## config.mk

```make
export PLATFORM = sky130hd
export DESIGN_NAME = xcm_master
export DESIGN_NICKNAME = d
export VERILOG_FILES = /design/src/rtl/xcm_pkg.sv /design/src/rtl/xcm_timer.sv /design/src/rtl/xcm_rxshift.sv /design/src/rtl/xcm_master.sv
export SDC_FILE = /design/constraint.sdc
export NUM_CORES = 1
export LEC_CHECK = 0
export BUFFER_PORTS_ARGS = -buffer_cell sky130_fd_sc_hd__buf_2
export CAP_MARGIN = 5
export CORE_ASPECT_RATIO = 0.6
export CORE_MARGIN = 5
export CORE_UTILIZATION = 50
export CTS_CLUSTER_DIAMETER = 30
export DETAILED_ROUTE_END_ITERATION = 10
export HOLD_SLACK_MARGIN = 0.12
export PLACE_DENSITY_LB_ADDON = 0.12
export SYNTH_ARGS = -nofsm -noshare
export SYNTH_HDL_FRONTEND = slang
export SYNTH_SLANG_ARGS = --single-unit
```

## constraint.sdc

```tcl
create_clock -name clk -period 3.1 [get_ports clk]
set_input_delay 0.31 -clock clk [delete_from_list [all_inputs] [get_ports clk]]
set_output_delay 0.31 -clock clk [all_outputs]
set_load 0.01 [all_outputs]
```

## src/rtl/xcm_pkg.sv

```systemverilog
package xcm_pkg;
  typedef enum logic [4:0] {
    S_IDLE, S_PRE, S_MARK, S_BLO, S_BHI, S_GAP, S_PHI, S_PLO,
    S_DHI, S_DLO, S_XHI, S_XLO, S_THI, S_TLO, S_WLO, S_WHI,
    S_RHI, S_RLO
  } xcm_state_e;
endpackage

```

## src/rtl/xcm_timer.sv

```systemverilog
module xcm_timer #(
  parameter int HW = 8
) (
  input  logic          clk,
  input  logic          rst,
  input  logic          load,
  input  logic          dbl,
  input  logic [HW-1:0] half,
  output logic          expire
);
  localparam int TW = HW + 1;
  logic [TW-1:0] cnt;
  logic [TW-1:0] len;

  assign len = dbl ? {half, 1'b0} : {1'b0, half};

  always_ff @(posedge clk) begin
    if (rst)               cnt <= '0;
    else if (load)         cnt <= len - 1'b1;
    else if (cnt != '0)    cnt <= cnt - 1'b1;
  end

  assign expire = (cnt == '0);


  tmr_dec_chk: assert property (@(posedge clk) disable iff (rst)
    (!load && cnt != '0) |=> (cnt == $past(cnt) - 1'b1));
endmodule

```

## src/rtl/xcm_rxshift.sv

```systemverilog
module xcm_rxshift #(
  parameter int DW = 8
) (
  input  logic          clk,
  input  logic          rst,
  input  logic          clr,
  input  logic          shift,
  input  logic          bit_in,
  output logic [DW-1:0] q
);
  always_ff @(posedge clk) begin
    if (rst || clr)  q <= '0;
    else if (shift)  q <= {bit_in, q[DW-1:1]};
  end


  rx_clear_chk: assert property (@(posedge clk) disable iff (rst)
    clr |=> (q == '0));
endmodule

```

## src/rtl/xcm_master.sv

```systemverilog
module xcm_master
  import xcm_pkg::*;
#(
  parameter int HW         = 8,
  parameter int DW         = 8,
  parameter int POLL_MAX   = 10,
  parameter int DUMMY      = 2,
  parameter int WR_TAIL    = 2,
  parameter int RD_TAIL    = 4,
  parameter int RST_PULSES = 30
) (
  input  logic          clk,
  input  logic          rst,
  input  logic [HW-1:0] cfg_half,
  input  logic          req,
  input  logic          req_write,
  input  logic          req_reset,
  input  logic [DW-1:0] req_addr,
  input  logic [DW-2:0] req_index,
  input  logic [DW-1:0] req_wdata,
  output logic          done,
  output logic [DW-1:0] rd_data,
  output logic          rd_ok,
  output logic          rd_timeout,
  output logic          ser_clk,
  output logic          ser_dout,
  input  logic          ser_din
);
  localparam int CMAX = (RST_PULSES > 2*DW) ? RST_PULSES : 2*DW;
  localparam int CW   = $clog2(CMAX + 1);
  localparam logic [CW-1:0] LAST_WR   = CW'(2*DW - 1);
  localparam logic [CW-1:0] LAST_RD   = CW'(DW - 1);
  localparam logic [CW-1:0] LAST_POLL = CW'(POLL_MAX - 1);
  localparam logic [CW-1:0] LAST_DUM  = CW'(DUMMY - 1);
  localparam logic [CW-1:0] LAST_WT   = CW'(WR_TAIL - 1);
  localparam logic [CW-1:0] LAST_RT   = CW'(RD_TAIL - 1);
  localparam logic [CW-1:0] LAST_RST  = CW'(RST_PULSES - 1);

  xcm_state_e        st, nst;
  logic [CW-1:0]     cnt;
  logic [2*DW-1:0]   sh;
  logic              is_wr, got_rdy;
  logic [HW-1:0]     half_q, half_eff, half_use;
  logic              nclk, ndo, ndbl, adv, fin, accept, expire;
  logic              rx_shift;

  assign half_eff = (cfg_half == '0) ? HW'(1) : cfg_half;
  assign half_use = (st == S_IDLE) ? half_eff : half_q;
  assign accept   = (st == S_IDLE) && req && !done;
  assign rx_shift = (st == S_DLO) && expire;

  xcm_timer #(.HW(HW)) u_timer (
    .clk(clk), .rst(rst), .load(adv && nst != S_IDLE), .dbl(ndbl),
    .half(half_use), .expire(expire)
  );

  xcm_rxshift #(.DW(DW)) u_rx (
    .clk(clk), .rst(rst), .clr(accept), .shift(rx_shift),
    .bit_in(ser_din), .q(rd_data)
  );

  always_comb begin
    nst = st; nclk = ser_clk; ndo = ser_dout; ndbl = 1'b0;
    adv = 1'b0; fin = 1'b0;
    if (st == S_IDLE) begin
      if (accept) begin
        adv = 1'b1;
        if (req_reset) begin nst = S_RHI; nclk = 1'b1; ndo = 1'b0; end
        else begin nst = S_PRE; nclk = 1'b0; ndo = 1'b0; ndbl = 1'b1; end
      end
    end else if (expire) begin
      adv = 1'b1;
      unique case (st)
        S_PRE:  begin nst = S_MARK; nclk = 1'b1; ndo = 1'b0; end
        S_MARK: begin nst = S_BLO; nclk = 1'b0; ndo = sh[0]; ndbl = 1'b1; end
        S_BLO:  begin nst = S_BHI; nclk = 1'b1; end
        S_BHI: begin
          if (cnt == (is_wr ? LAST_WR : LAST_RD)) begin
            nst = is_wr ? S_WLO : S_GAP; nclk = 1'b0; ndo = 1'b0; ndbl = 1'b1;
          end else begin
            nst = S_BLO; nclk = 1'b0; ndo = sh[1]; ndbl = 1'b1;
          end
        end
        S_GAP:  begin nst = S_PHI; nclk = 1'b1; ndo = 1'b1; end
        S_PHI:  begin nst = S_PLO; nclk = 1'b0; end
        S_PLO: begin
          nclk = 1'b1;
          if (!ser_din)              nst = S_DHI;
          else if (cnt == LAST_POLL) nst = S_XHI;
          else                       nst = S_PHI;
        end
        S_DHI:  begin nst = S_DLO; nclk = 1'b0; ndbl = 1'b1; end
        S_DLO:  begin nst = (cnt == LAST_RD) ? S_THI : S_DHI; nclk = 1'b1; end
        S_XHI:  begin nst = S_XLO; nclk = 1'b0; ndbl = 1'b1; end
        S_XLO:  begin nst = (cnt == LAST_DUM) ? S_THI : S_XHI; nclk = 1'b1; end
        S_THI:  begin nst = S_TLO; nclk = 1'b0; ndbl = 1'b1; end
        S_TLO: begin
          ndo = 1'b0;
          if (cnt == LAST_RT) begin nst = S_IDLE; nclk = 1'b0; fin = 1'b1; end
          else begin nst = S_THI; nclk = 1'b1; end
        end
        S_WLO:  begin nst = S_WHI; nclk = 1'b1; end
        S_WHI: begin
          nclk = 1'b0;
          if (cnt == LAST_WT) begin nst = S_IDLE; fin = 1'b1; end
          else begin nst = S_WLO; ndbl = 1'b1; end
        end
        S_RHI:  begin nst = S_RLO; nclk = 1'b0; end
        S_RLO: begin
          if (cnt == LAST_RST) begin nst = S_IDLE; fin = 1'b1; end
          else begin nst = S_RHI; nclk = 1'b1; end
        end
        default: begin nst = S_IDLE; nclk = 1'b0; ndo = 1'b0; end
      endcase
    end
  end

  always_ff @(posedge clk) begin
    if (rst) begin
      st <= S_IDLE; cnt <= '0; sh <= '0; is_wr <= 1'b0; got_rdy <= 1'b0;
      half_q <= HW'(1); done <= 1'b0; rd_ok <= 1'b0; rd_timeout <= 1'b0;
      ser_clk <= 1'b0; ser_dout <= 1'b0;
    end else begin
      done <= fin;
      if (adv) begin
        st <= nst; ser_clk <= nclk; ser_dout <= ndo;
        unique case (st)
          S_IDLE: begin
            sh      <= {req_wdata, (req_addr | {req_index, 1'b0} | DW'(req_write))};
            is_wr   <= req_write;
            half_q  <= half_eff;
            cnt     <= '0;
            got_rdy <= 1'b0;
            rd_ok   <= 1'b0;
            rd_timeout <= 1'b0;
          end
          S_BHI: begin
            sh  <= sh >> 1;
            cnt <= (nst == S_BLO) ? cnt + 1'b1 : '0;
          end
          S_PLO: begin
            if (!ser_din) got_rdy <= 1'b1;
            cnt <= (nst == S_PHI) ? cnt + 1'b1 : '0;
          end
          S_DLO:  cnt <= (nst == S_DHI) ? cnt + 1'b1 : '0;
          S_XLO:  cnt <= (nst == S_XHI) ? cnt + 1'b1 : '0;
          S_TLO: begin
            cnt <= cnt + 1'b1;
            if (fin) begin rd_ok <= got_rdy; rd_timeout <= !got_rdy; end
          end
          S_WHI, S_RLO: cnt <= cnt + 1'b1;
          default: ;
        endcase
      end
    end
  end


  done_pulse_chk: assert property (@(posedge clk) disable iff (rst)
    done |=> !done);

  rst_cmd_low_chk: assert property (@(posedge clk) disable iff (rst)
    (st == S_RHI || st == S_RLO) |-> !ser_dout);

  to_zero_chk: assert property (@(posedge clk) disable iff (rst)
    rd_timeout |-> (rd_data == '0 && !rd_ok));

  idle_clk_low_chk: assert property (@(posedge clk) disable iff (rst)
    (st == S_IDLE) |-> !ser_clk);

  edge_on_tick_chk: assert property (@(posedge clk) disable iff (rst)
    !$stable(ser_clk) |-> $past(adv));
endmodule

```

==> flow_metrics.py, run 1 <==
metrics = {
    "power": {
        "power_density_mw_per_mm2": 651.7,
        "peakVddDrop_v": 0.0004200,
        "leakage_nw": 1.935,
    },
    "setup_path": {
        "start_kind": "flip-flop",
        "crit_buf_inv": 0,
        "path_max_fanout": 6,
        "max_stage_delay_ns": 0.53,
        "crit_type": "flip-flop to flip-flop",
        "endpoint_kind": "flip-flop",
        "crit_family": "simple AND/OR/NAND/NOR gates",
        "cp_cell_sequence": "or4_4 > or3_4 > a211oi_4 > o31ai_2 > a41o_2 > nand2_2 > o31a_1 > ha_4 > o221ai_2 > mux2i_2 > xor2_1 > nor2_1",
        "crit_arrival_ns": 3.44,
        "cpMaxStageDelayCell": "or4_4",
        "cp.required_ns": 3.31,
    },
    "routing": {
        "ant_nets": 0,
        "wl_met3_mm": 1.329,
        "wl_per_cell_um": 17.25,
        "wirelength_mm": 11.59,
        "top_layer": "met4",
        "wl_met1_mm": 5.788,
        "dr.first_iter.drc_count": 315,
        "drc_errors": 0,
        "avgViaCountPerCell": 5.972,
        "met2WireLength_mm": 4.300,
        "vias": 4013,
        "dr.pass1.iters": 6,
    },
    "timing": {
        "final_max_slew_viol_count": 0,
        "setup_slack_ns": -0.1329,
        "setup_viol": 3,
        "slew-limit-headroom_pct": 49.15,
        "hold_viol": 0,
        "whs_ns": 0.2367,
        "clock_skew_ns": 0.003842,
        "fmax_mhz": 309.3,
        "min_period_ns": 3.233,
        "rsz0062_at_grt": "true",
        "tightest_slew_ns": 0.7612,
        "finalCritPeriodShare_pct": 104.3,
    },
    "synthesis": {
        "synth_area_per_cell_um2": 7.463,
        "synth-simple-area-share_pct": 30.16,
        "synth_compound_area_share_pct": 24.16,
        "synth_top_family_by_area": "simple AND/OR/NAND/NOR gates",
        "yosys-mux-area-fraction_pct": 4.721,
        "seq_area_frac_synth_pct": 32.21,
        "yosys.area_share.xor_xnor_pct": 2.430,
        "syn_nets": 523,
        "synth_ff_type": "dfxtp_1",
        "synth_cell_types": 64,
        "synth_edf_count": 0,
        "synth_cells": 483,
        "yosys_warnings": 0,
        "async_flop_share_pct": 0,
        "ys_seq_elements": 58,
        "synthAdderAreaFrac_pct": 1.041,
        "syn-cell-area_mm2": 0.003605,
    },
    "run": {
        "cap_violations": 0,
    },
    "placed_design": {
        "dp_worst_setup_slack_ns": -0.2234,
        "hpwl_mm": 8.516,
        "gp_congestion": 0.9689,
        "portBuffers": 49,
        "placed_area_mm2": 0.004282,
        "placed_cells": 647,
    },
    "clocking": {
        "numCtsBuffers": 9,
        "cts_tree": "built",
        "cts_buffer_depth": 2,
        "h-tree-depth": 3,
        "path_clk_slew_ns": 0.05,
        "cts_root_buf": "clkbuf_16",
        "cts_hold_buf": 0,
        "cts.sinks": 58,
        "clkLatencyLatePin_ns": 0.33,
    },
    "die": {
        "die_height_um": 75.77,
        "rows": 24,
        "die_x_um": 119.6,
        "num_io_pins": 50,
        "start_util_pct": 50.44,
        "die_area_mm2": 0.009063,
        "coreArea_mm2": 0.007147,
    },
    "worst_hold_path": {
        "hp-class": "input pin to flip-flop",
    },
    "finish": {
        "drive_gt1_share_pct": 29.60,
        "syn_to_final_growth_pct": 31.79,
        "diodes": 0,
        "stdcell_count": 672,
        "fin_area_mm2": 0.004751,
        "n_fill_cell": 625,
        "multi_input_comb_area_mm2": 0.002376,
        "area.sequential_mm2": 0.001162,
        "final_cell_mix": "72 x nor2_1, 63 x buf_4, 61 x nand2_1, 57 x dfxtp_1, 49 x buf_2",
        "nNetsFinal": 616,
        "final_common_cell": "nor2_1",
    },
    "global_routing": {
        "grt_pass1_wl_mm": 18.29,
        "antenna_found_initial": 0,
        "grt_start_max_net_pins": 25,
        "grt.overflow.total": 0,
        "grtUsageTotal_pct": 25.69,
        "first_global_vias": 3571,
    },
    "outcome": {
        "status": "finished with violations",
        "violations": "setup timing",
    },
}
-- final timing paths --
path,start,end,slack (ns),depth (start not counted)
min reg2reg,half_q[1],half_q[1],0.46,2
max,u_timer.cnt[4],u_timer.cnt[4],-0.13,12
max reg2reg,u_timer.cnt[4],u_timer.cnt[4],-0.13,12
min,req_write,is_wr,0.24,3
-- cells by family (layout without fill, tap and decap cells) --
family | Yosys count | count (layout)
simple gates | 225 | 225
fa+ha+maj | 3 | 3
flops | 58 | 58
buf+inv | 45 | 143
mux | 17 | 17
xor+xnor | 10 | 10
compound gates | 125 | 125
-- cells in the mapped netlist, drive strengths merged (2+ instances only) --
cell	number	area share, %
and4b	2	0.56
a221oi	3	0.73
and2	4	0.69
and4	2	0.49
a311oi	8	1.9
xor2	4	0.97
mux2i	17	4.7
o21a	3	0.62
ha	3	1.0
a211oi	20	5.3
or2	2	0.35
a22oi	5	1.0
nor3	22	3.2
o31ai	3	0.62
o22ai	4	0.87
o211ai	2	0.42
xnor2	6	1.5
nor2	73	7.6
nand3	11	1.5
a21oi	44	6.2
and3	5	0.87
or3	3	0.52
buf	8	1.4
nor2b	12	2.1
nor3b	2	0.42
nand4	5	0.87
o31a	2	0.49
o221ai	2	0.66
nand3b	2	0.42
nand2	63	6.6
or4	3	0.83
a32oi	2	0.49
nand2b	5	0.87
o41ai	2	0.49
inv	13	1.4
nor4	4	0.87
dfxtp	58	32
o21ai	17	2.4
clkbuf	24	2.5
-- what timing repair did --
item | CTS | global route
pin swaps | 10 | 9
setup endpoints to repair | 4 | 12
buffers inserted | 6 | 3
gates resized for setup | 5 | 19
-- stage by stage --
step | total power [mW] | utilization [%] | TNS, ns
finish | 3.096 | 66.47 | -0.3062
global route | 3.238 | 66.47 | -0.6722
CTS | 2.985 | 64.92 | -0.1476
detailed placement | 1.971 | 59.91 | -0.5717
global placement | 1.955 | 59.91 | -0.1177
floorplan | 1.612 | - | -0.5182
-- tightest hold or removal path, stage by stage --
cell and delay, ns:
buf_2 0.10, nand2_1 0.05, a21oi_1 0.05
-- layer usage --
layer,vias up,track usage (%)
li1,1924,-
met1,1866,38.95
met2,201,34.94
met3,22,8.160
met4,0,5.584
met5,-,0
-- power by group --
group	internal (mW)	total [mW]	switching (mW)	leakage, nW
Sequential	0.856	0.934	0.0785	0.475
Clock	0.602	0.947	0.345	0.141
Combinational	0.545	1.21	0.670	1.32
Total	2.00	3.10	1.09	1.94
-- final cells by class --
cell class | count | share of cell area [%]
Multi-Input combinational cell | 380 | 50.01
Sequential cell | 58 | 24.47
Timing Repair Buffer | 114 | 15.96
Clock buffer | 12 | 5.610
Tap cell | 91 | 2.397
Inverter | 13 | 1.027
Clock inverter | 4 | 0.5267
-- sequential cells by signal, summed over array words and instances, names as in the netlist --
| signal | flops |
|---|---|
| cnt | 5 |
| done | 1 |
| got_rdy | 1 |
| half_q | 8 |
| is_wr | 1 |
| rd_ok | 1 |
| rd_timeout | 1 |
| ser_clk | 1 |
| ser_dout | 1 |
| sh | 16 |
| st | 5 |
| u_rx.q | 8 |
| u_timer.cnt | 9 |
Note: power is estimated with default switching activity, not from simulation.
==> run 2, diff against run 1 <==
--- a/config.mk
+++ b/config.mk
@@ -5,6 +5,7 @@
 export SDC_FILE = /design/constraint.sdc
 export NUM_CORES = 1
 export LEC_CHECK = 0
+export ABC_AREA = 1
 export BUFFER_PORTS_ARGS = -buffer_cell sky130_fd_sc_hd__buf_2
 export CAP_MARGIN = 5
 export CORE_ASPECT_RATIO = 0.6
@@ -12,6 +13,7 @@
 export CORE_UTILIZATION = 50
 export CTS_CLUSTER_DIAMETER = 30
 export DETAILED_ROUTE_END_ITERATION = 10
+export GPL_TIMING_DRIVEN = 0
 export HOLD_SLACK_MARGIN = 0.12
 export PLACE_DENSITY_LB_ADDON = 0.12
 export SYNTH_ARGS = -nofsm -noshare
==> flow_metrics.py, run 2 <==
metrics = {
    "outcome": {
        "status": "complete, no violations",
    },
    "setup_path": {
        "crit_family": "simple AND/OR/NAND/NOR gates",
        "start_kind": "flip-flop",
        "max_stage_delay_ns": 0.34,
        "cp_cell_sequence": "inv_1 > ha_2 > nand3_2 > nand2_2 > nand2_1 > nor2_2 > nand3_1 > nand2_1 > nand2_2 > nor2_4 > nand3_4 > buf_6 > nand4_1 > nand2_2 > inv_2 > ha_2 > nand3_2 > nor2_4 > nand3_1 > nand3_1 > nor2_1",
        "cpMaxStageDelayCell": "dfxtp_2",
        "crit_buf_inv": 3,
        "endpoint_kind": "flip-flop",
        "path_max_fanout": 6,
        "cp.required_ns": 3.30,
        "r2r_start": "cnt[1]",
        "r2r_slack_ns": 0.19,
        "worst-r2r-cell-count": 21,
        "crit_arrival_ns": 3.10,
        "crit_type": "flip-flop to flip-flop",
        "r2r_end": "u_timer.cnt[6]",
    },
    "run": {
        "cap_violations": 0,
    },
    "routing": {
        "wirelength_mm": 10.55,
        "ant_nets": 0,
        "dr.first_iter.drc_count": 498,
        "drc_errors": 0,
        "vias": 3950,
        "wl_per_cell_um": 14.88,
        "avgViaCountPerCell": 5.571,
        "dr.pass1.iters": 5,
    },
    "synthesis": {
        "syn_nets": 589,
        "ys_seq_elements": 58,
        "synth_top_area_cell": "dfxtp_1",
        "synth_edf_count": 0,
        "syn-cell-area_mm2": 0.003583,
        "synth_cell_types": 38,
        "yosysMostFrequentCell": "nand2_1",
        "synth_common_cells": "128 x nand2_1, 60 x o21ai_0, 58 x dfxtp_1",
        "seq_area_frac_synth_pct": 32.40,
        "synth_area_per_cell_um2": 6.527,
        "synth_top_area_share_pct": 32.40,
        "yosys_warnings": 0,
        "async_flop_share_pct": 0,
        "synth_cells": 549,
        "synth_ff_type": "dfxtp_1",
        "yosys-top-cells-area": "dfxtp_1 32%, nand2_1 13%, o21ai_0 8.4%, nor2_1 5.9%, nand3_1 5.4%",
    },
    "worst_hold_path": {
        "hp-class": "input pin to flip-flop",
        "holdPathEnd": "sh[10]",
        "min_from": "req_wdata[2]",
        "hold_depth": 3,
    },
    "global_routing": {
        "antenna_found_initial": 0,
        "grt_pass1_wl_mm": 16.91,
        "grt_start_max_net_pins": 11,
        "grt.overflow.total": 0,
        "first_global_vias": 3507,
        "grtUsageTotal_pct": 23.81,
    },
    "finish": {
        "fin_area_mm2": 0.004385,
        "diodes": 0,
        "top_regs": "sh: 16 flops, u_timer.cnt: 9 flops",
        "drive_gt1_share_pct": 24.60,
        "nNetsFinal": 658,
        "final_common_cell": "nand2_1",
        "final_cell_mix": "126 x nand2_1, 60 x o21ai_0, 52 x dfxtp_1, 50 x buf_2, 49 x nor2_1",
        "largest_reg_flops": 16,
        "largest-register": "sh",
        "syn_to_final_growth_pct": 22.38,
    },
    "die": {
        "rows": 23,
        "num_io_pins": 50,
        "die_x_um": 119.3,
        "coreArea_mm2": 0.006820,
        "start_util_pct": 52.54,
        "die_height_um": 75.58,
        "die_area_mm2": 0.009015,
    },
    "clocking": {
        "numCtsBuffers": 9,
        "path_clk_slew_ns": 0.05,
        "cts_tree": "built",
        "cts_buffer_depth": 2,
        "cts.sinks": 58,
        "clkLatencyLatePin_ns": 0.33,
        "h-tree-depth": 3,
        "cts_root_buf": "clkbuf_16",
    },
    "power": {
        "power_density_mw_per_mm2": 917.1,
        "peakVddDrop_v": 0.0003657,
        "leakage_nw": 2.020,
    },
    "timing": {
        "tightest_slew_ns": 0.7322,
        "hold_viol": 0,
        "fmax_mhz": 344.1,
        "fin_setup_tns_ns": 0,
        "min_period_ns": 2.907,
        "setup_slack_ns": 0.1935,
        "final_max_slew_viol_count": 0,
        "clock_skew_ns": 0.004430,
        "finalCritPeriodShare_pct": 93.76,
        "setup_viol": 0,
        "slew-limit-headroom_pct": 50.67,
    },
    "placed_design": {
        "hpwl_mm": 7.901,
        "dp_worst_setup_slack_ns": -0.1060,
        "placed_area_mm2": 0.003938,
        "gp_congestion": 0.9722,
        "portBuffers": 49,
    },
}
[run 2: final cells by class]
type	count	area (um2)
Multi-Input combinational cell	414	2173
Inverter	55	211.5
Timing Repair Buffer	58	312.8
Tap cell	87	108.9
Sequential cell	58	1171
Clock inverter	4	20.02
Fill cell	656	2435
Buffer	22	155.1
Clock buffer	11	232.7
[run 2: cell families (layout without fill, tap and decap cells)]
logic type	Yosys count	after routing	share of synthesized area, %
xor+xnor	2	2	0.4889
simple gates	286	286	37.12
buf+inv	77	150	10.16
mux	1	1	0.2793
flops	58	58	32.40
compound gates	122	122	18.51
fa+ha+maj	3	3	1.048
[run 2: power by group]
part | switching [mW] | internal (mW)
registers | 0.129 | 0.964
logic | 1.30 | 0.764
clock network | 0.335 | 0.529
total | 1.76 | 2.26
[run 2: layer usage]
metal | vias to the layer above | track usage, % | share of wire [%]
met2 | 187 | 34.52 | 40
met5 | - | 0 | 0
li1 | 1962 | - | -
met3 | 14 | 7.122 | 9.6
met1 | 1787 | 34.48 | 50
met4 | 0 | 6.599 | 1.1
[run 2: how the worst max path moves through the flow]
stage | slack (ns) | depth (start not counted) | from | to
floorplan | 0.50 | 20 | cnt[0] | u_timer.cnt[4]
global placement | -0.12 | 20 | cnt[0] | u_timer.cnt[6]
detailed placement | -0.11 | 20 | cnt[0] | u_timer.cnt[6]
CTS | 0.03 | 21 | cnt[0] | u_timer.cnt[4]
global route | -0.02 | 23 | st[4] | u_timer.cnt[6]
finish | 0.19 | 21 | cnt[1] | u_timer.cnt[6]
[run 2: worst reg2reg max path: cells and delay by family, from the launching register on]
| family | cells | cell delay [ns] |
|---|---|---|
| flops | 1 | 0.34 |
| fa+ha+maj | 2 | 0.38 |
| buf+inv | 3 | 0.31 |
| simple gates | 16 | 1.73 |
[run 2: what timing repair did]
action	CTS	global route
hold buffers	0	0
endpoints found under the setup margin	3	4
pin swaps	3	5
buffers inserted	2	7
resized for setup	6	30
[run 2: stage by stage]
step / util [%] / power (mW) / cells / hold WS (ns)
6_report: 64.30 / 4.022 / 709 / 0.2459
5_1_grt: 64.30 / 4.337 / 709 / 0.2619
4_1_cts: 62.10 / 3.811 / 702 / 0.2449
3_5_place_dp: 57.73 / 2.877 / 685 / 0.4544
3_3_place_gp: 57.73 / 2.836 / 685 / 0.4481
2_1_floorplan: - / 2.442 / 549 / 0.3880
